**src/rtl/pswl_pkg.sv**
```systemverilog
package pswl_pkg;
  localparam int unsigned P_W   = 7;
  localparam int unsigned CNT_W = 12;
  localparam int unsigned P_MIN = 2;
  localparam int unsigned P_MAX = 64;
endpackage

```
**src/rtl/pswl_down_ctr.sv**
```systemverilog
module pswl_down_ctr #(
  parameter int unsigned W = 8
) (
  input  logic         clk_i,
  input  logic         rst_ni,
  input  logic         ld_i,
  input  logic [W-1:0] ld_val_i,
  input  logic         en_i,
  output logic [W-1:0] cnt_o,
  output logic         zero_o
);
  logic [W-1:0] cnt_q;

  always_ff @(posedge clk_i or negedge rst_ni) begin
    if (!rst_ni)                     cnt_q <= '0;
    else if (ld_i)                   cnt_q <= ld_val_i;
    else if (en_i && cnt_q != '0)    cnt_q <= cnt_q - W'(1);
  end

  assign cnt_o  = cnt_q;
  assign zero_o = (cnt_q == '0);
endmodule

```
**src/rtl/pswl_cfg.sv**
```systemverilog
module pswl_cfg
  import pswl_pkg::*;
(
  input  logic             clk_i,
  input  logic             rst_ni,
  input  logic             smp_i,
  input  logic [P_W-1:0]   p_i,
  input  logic [CNT_W-1:0] a_i,
  input  logic [CNT_W-1:0] b_i,
  output logic [P_W-1:0]   p_nx_o,
  output logic [CNT_W-1:0] a_nx_o,
  output logic [CNT_W-1:0] b_nx_o,
  output logic [P_W-1:0]   p_q_o,
  output logic             err_q_o
);
  logic             err_nx;
  logic [P_W-1:0]   p_q;
  logic             err_q;

  always_comb begin
    if (p_i < P_W'(P_MIN))      p_nx_o = P_W'(P_MIN);
    else if (p_i > P_W'(P_MAX)) p_nx_o = P_W'(P_MAX);
    else                        p_nx_o = p_i;
    b_nx_o = (b_i == '0) ? CNT_W'(1) : b_i;
    err_nx = (b_i <= a_i);
    // error mode: every B tick uses the long modulus
    a_nx_o = err_nx ? b_nx_o : a_i;
  end

  always_ff @(posedge clk_i or negedge rst_ni) begin
    if (!rst_ni) begin
      p_q   <= P_W'(P_MIN);
      err_q <= 1'b0;
    end else if (smp_i) begin
      p_q   <= p_nx_o;
      err_q <= err_nx;
    end
  end

  assign p_q_o   = p_q;
  assign err_q_o = err_q;

  AST_CFG_HOLD: assert property (@(posedge clk_i) disable iff (!rst_ni)
    !$past(smp_i) |-> ($stable(p_q) && $stable(err_q)));
endmodule

```
**src/rtl/pulse_swallow_div.sv**
```systemverilog
module pulse_swallow_div
  import pswl_pkg::*;
(
  input  logic             clk_i,
  input  logic             rst_ni,
  input  logic [6:0]       p_i,
  input  logic [11:0]      a_i,
  input  logic [11:0]      b_i,
  output logic             div_o,
  output logic             mod_o,
  output logic             cfg_err_o
);
  logic [P_W-1:0]   p_nx, p_q, p_sel, psc_len_m1, psc_cnt;
  logic [CNT_W-1:0] a_nx, b_nx, a_cnt, b_cnt;
  logic             err_q, tick, reload, a_nz_next;
  logic             psc_zero, a_zero, b_zero;

  pswl_cfg u_cfg (
    .clk_i   (clk_i),
    .rst_ni  (rst_ni),
    .smp_i   (reload),
    .p_i     (p_i),
    .a_i     (a_i),
    .b_i     (b_i),
    .p_nx_o  (p_nx),
    .a_nx_o  (a_nx),
    .b_nx_o  (b_nx),
    .p_q_o   (p_q),
    .err_q_o (err_q)
  );

  assign tick   = psc_zero;
  // b_cnt is 0 only before the first load after reset
  assign reload = tick && (b_cnt <= CNT_W'(1));
  assign a_nz_next = reload ? (a_nx != '0) : (a_cnt > CNT_W'(1));
  assign p_sel  = reload ? p_nx : p_q;
  assign psc_len_m1 = p_sel - P_W'(1) + {{(P_W-1){1'b0}}, a_nz_next};

  pswl_down_ctr #(.W(P_W)) u_psc (
    .clk_i    (clk_i),
    .rst_ni   (rst_ni),
    .ld_i     (tick),
    .ld_val_i (psc_len_m1),
    .en_i     (1'b1),
    .cnt_o    (psc_cnt),
    .zero_o   (psc_zero)
  );

  pswl_down_ctr #(.W(CNT_W)) u_a_ctr (
    .clk_i    (clk_i),
    .rst_ni   (rst_ni),
    .ld_i     (reload),
    .ld_val_i (a_nx),
    .en_i     (tick),
    .cnt_o    (a_cnt),
    .zero_o   (a_zero)
  );

  pswl_down_ctr #(.W(CNT_W)) u_b_ctr (
    .clk_i    (clk_i),
    .rst_ni   (rst_ni),
    .ld_i     (reload),
    .ld_val_i (b_nx),
    .en_i     (tick),
    .cnt_o    (b_cnt),
    .zero_o   (b_zero)
  );

  assign div_o     = tick && (b_cnt == CNT_W'(1));
  assign mod_o     = !a_zero;
  assign cfg_err_o = err_q;

  AST_PULSE_NARROW: assert property (@(posedge clk_i) disable iff (!rst_ni)
    div_o |=> !div_o);
  AST_A_BELOW_B: assert property (@(posedge clk_i) disable iff (!rst_ni)
    (!cfg_err_o && !b_zero) |-> (a_cnt < b_cnt));
  AST_MOD_END_LOW: assert property (@(posedge clk_i) disable iff (!rst_ni)
    (div_o && !cfg_err_o) |-> !mod_o);
  AST_ERR_MOD_HIGH: assert property (@(posedge clk_i) disable iff (!rst_ni)
    (div_o && cfg_err_o) |-> mod_o);
  AST_PSC_RANGE: assert property (@(posedge clk_i) disable iff (!rst_ni)
    psc_cnt <= P_W'(P_MAX));
endmodule

```
**config.mk**
```make
export PLATFORM = sky130hd
export DESIGN_NAME = pulse_swallow_div
export DESIGN_NICKNAME = d
export VERILOG_FILES = /design/src/rtl/pswl_pkg.sv /design/src/rtl/pswl_down_ctr.sv /design/src/rtl/pswl_cfg.sv /design/src/rtl/pulse_swallow_div.sv
export SDC_FILE = /design/constraint.sdc
export NUM_CORES = 1
export LEC_CHECK = 0
export BUFFER_PORTS_ARGS = -buffer_cell sky130_fd_sc_hd__buf_2
export CORE_MARGIN = 3
export CORE_UTILIZATION = 55
export CTS_BUF_LIST = sky130_fd_sc_hd__clkbuf_8
export DETAILED_ROUTE_END_ITERATION = 6
export PLACE_DENSITY = 0.83
export SYNTH_ARGS = -nofsm -noshare
export SYNTH_HDL_FRONTEND = slang
export SYNTH_HIERARCHICAL = 1
export SYNTH_SLANG_ARGS = --single-unit
```
**constraint.sdc**
```tcl
create_clock -name clk_i -period 3.6 [get_ports clk_i]
set_input_delay 0.18 -clock clk_i [delete_from_list [all_inputs] [get_ports clk_i]]
set_output_delay 0.18 -clock clk_i [all_outputs]
set_load 0.01 [all_outputs]
```
==> impl_metrics.toml <==
[outcome]
status = "complete, but fails checks"
violations = "negative hold slack"

[timing]
clock_skew_ps = 13.2
slew_viol_final = 0
rsz0062_at_grt = "no"
hold_viol = 8
setup_viol = 0
totalNegativeSetupSlack_ps = 0
worst_pin_slew_ps = 865
finalCriticalPeriod_ps = 3400
post-route-period-util = 0.944
max_slew_margin = 0.424
whs_ps = -12.1
setup_slack_ps = 200
fmax_mhz = 294

[setup_path]
cp-end-kind = "flop"
crit_chain = "buf_2, inv_1, ha_1, nor2b_1, o211ai_1, a211o_1, a31oi_4, buf_12, mux2_4, nor4_2, nand3_1, o21ai_2, ha_1, nand2b_1, nor4_1, xnor2_1, mux2i_1, a221o_1"
critical_path_depth = 18
cp.arrival_ps = 3580
r2r_cells = 13
cp_top_family = "compound AO/OA/AOI/OAI gates"
path_common_cell = "ha_1"
worst-path-buf-inv = 3
required_ps = 3780
critPathLaunchType = "input port"
critPathMaxStageDelay_ps = 320
rr_startpoint = "u_psc/cnt_o[1]$_DFFE_PN0P_"
critPathMaxFanout = 11
criticalPathCategory = "input port to flop"
startpoint = "a_i[1]"
cp_slowest_cell = "mux2_4"

[place]
gp_congestion = 0.969
io_buffer_count = 35
post-place-ws_ps = -244
dpl.hpwl_mm = 6.46
post_dp_cell_area_um2 = 3790

[cts]
postCtsSetupBuffers = 0
clock_latency_ps = 290
cts.path.max_buffers = 2
ctsHtreeMaxLevel = 2
clk_pin_slew_ps = 80
cts_sinks = 39
cts_tree = "done"
cts-buffers-inserted = 5
cts_root_buffer = "clkbuf_8"

[route]
route.detailed.drc = 0
num_vias = 3075
drtAntennaViolNets = 0
firstDrtPassIters = 5
vias_per_cell = 6.04
totalWireLength_mm = 8.29
routedWlPerCell_um = 16.3
drt_iter0_drc = 187

[logic_synthesis]
syn-cell-area_um2 = 3370
ys_ff_latch = 39
syn_avg_cell_area_um2 = 8.85
ys_seq_area_frac = 0.290
postSynth.asyncResetShare = 1.00
synth_warnings = 6
synth-edff-count = 0
netlist_instances = 381
synth_ff_type = "dfrtp_1"
synth.distinct_cells = 60

[grt]
grt_pass1_wl_mm = 14.1
grt.overflow.total = 0
antenna_found_initial = 0
grt_max_degree = 40
grt_use_total = 0.239
first_global_vias = 3034

[floorplan]
ios = 36
core_um2 = 5710
start_util = 0.591
rows = 27
die_w_um = 84.3
die_y_um = 84.3
dieArea_um2 = 7110

[finish]
final_area_um2 = 3890
drive_above_1_share = 0.254
diodes = 0
area_delta_synth_final_pct = 15.4
final_nets = 490
fillCellCount = 428

[pwr]
ir_worst_vdd_mv = 0.282
p_leak_nw = 1.76
power.total_mw = 1.45
p_per_area_nw_per_um2 = 374

[worst_hold_path]
min_path_type = "input port to asynchronous set/reset pin"

[run]
maxCapViolCount = 0
-- flip-flops by register name, summed over array words and instances (netlist names) --
name	flops
u_b_ctr/cnt_o	12
u_cfg/err_q_o	1
u_psc/cnt_o	7
u_a_ctr/cnt_o	12
u_cfg/p_q_o	7
-- repair_timing --
item	4_1_cts	5_1_grt
hold buffers	0	0
hold endpoints to repair	0	0
gates resized for setup	0	4
endpoints found under the setup margin	0	4
-- per-layer routing --
layer	up-vias	track usage	share of wire
li1	1498	-	-
met1	1459	0.308	0.44
met2	100	0.408	0.49
met3	18	0.0373	0.048
met4	0	0.0833	0.017
met5	-	0	0
-- metrics by stage --
| step | util | cells |
|---|---|---|
| global placement | 0.663 | 502 |
| detailed placement | 0.663 | 502 |
| finish | 0.682 | 509 |
| global route | 0.682 | 509 |
| CTS | 0.679 | 509 |
| floorplan | - | 387 |
-- cell type report --
class | count | area, µm² | share of cell area
Clock buffer | 6 | 82.6 | 0.0212
Clock inverter | 1 | 5.00 | 0.00129
Inverter | 31 | 116 | 0.0299
Multi-Input combinational cell | 297 | 2220 | 0.571
Sequential cell | 39 | 977 | 0.251
Tap cell | 72 | 90.1 | 0.0232
Timing Repair Buffer | 63 | 398 | 0.102
-- worst paths after layout --
| check | to | slack (ps) |
|---|---|---|
| max in group asynchronous | u_b_ctr/cnt_o[11]$_DFFE_PN0P_ | 3050 |
| max reg2reg | u_psc/cnt_o[5]$_DFFE_PN0P_ | 320 |
| min in group clk_i | u_b_ctr/cnt_o[2]$_DFFE_PN0P_ | 240 |
| min reg2reg | u_cfg/p_q_o[0]$_DFFE_PN0P_ | 520 |
| max | u_psc/cnt_o[5]$_DFFE_PN0P_ | 200 |
| min | u_a_ctr/cnt_o[9]$_DFFE_PN0P_ | -10 |
-- synthesized netlist by cell type (all sizes together) (2+ instances only) --
cell type,instances,area [µm²]
ha,20,250
and4,2,17.5
buf,2,31.3
dfrtp,38,951
nand2b,4,25.0
a31o,2,17.5
a311oi,2,17.5
nor2b,11,68.8
o31ai,4,30.0
a311o,4,40.0
nor4b,3,45.0
nor4,16,164
or4,5,37.5
nor3b,4,30.0
nor2,28,105
nor3,7,35.0
o2111ai,2,17.5
nand3b,2,15.0
a31oi,3,33.8
inv,31,116
nand3,7,40.0
clkbuf,18,67.6
a21o,2,15.0
nor4bb,2,20.0
o21ai,16,80.1
nand2,39,146
a2bb2oi,4,35.0
or2,3,18.8
a41oi,3,63.8
mux2i,10,100
mux2,19,248
and3,2,12.5
nand4,11,68.8
a21oi,20,100
or3b,3,26.3
xor2,8,70.1
xnor2,5,43.8
o211ai,6,45.0
-- logic make-up after synthesis --
group                    count (synthesis)  share of synthesized area
buffers and inverters                   51                     0.0638
multiplexers                            29                      0.103
adder cells (fa/ha/maj)                 20                     0.0742
AO/OA/AOI/OAI                           76                      0.168
other                                    1                    0.00111
flip-flops                              39                      0.290
XOR/XNOR                                13                     0.0338
AND/OR/NAND/NOR                        152                      0.266
-- layout by cell type, fill, tap and decap left out, types with 6 or more instances in the layout --
cell type   n
nand3_1     6
o21ai_1     6
xor2_1      8
nand2_1    39
dfrtp_1    38
clkbuf_8    6
a21oi_1    20
nand4_1    11
mux2i_1    10
inv_1      31
buf_2      35
o211ai_1    6
nor4_1      8
conb_1      7
nor2b_1    11
mux2_4      9
nor2_1     27
mux2_2     10
o21ai_0     9
nor3_1      7
ha_1       20
buf_4      27
-- where the power goes --
group	total (mW)	switching, mW	internal [mW]	leakage (nW)
combinational	0.544	0.295	0.250	1.29
sequential	0.607	0.0998	0.507	0.427
clock	0.302	0.152	0.150	0.0470
total	1.45	0.546	0.908	1.76
Power figures use the tool's default switching activity.
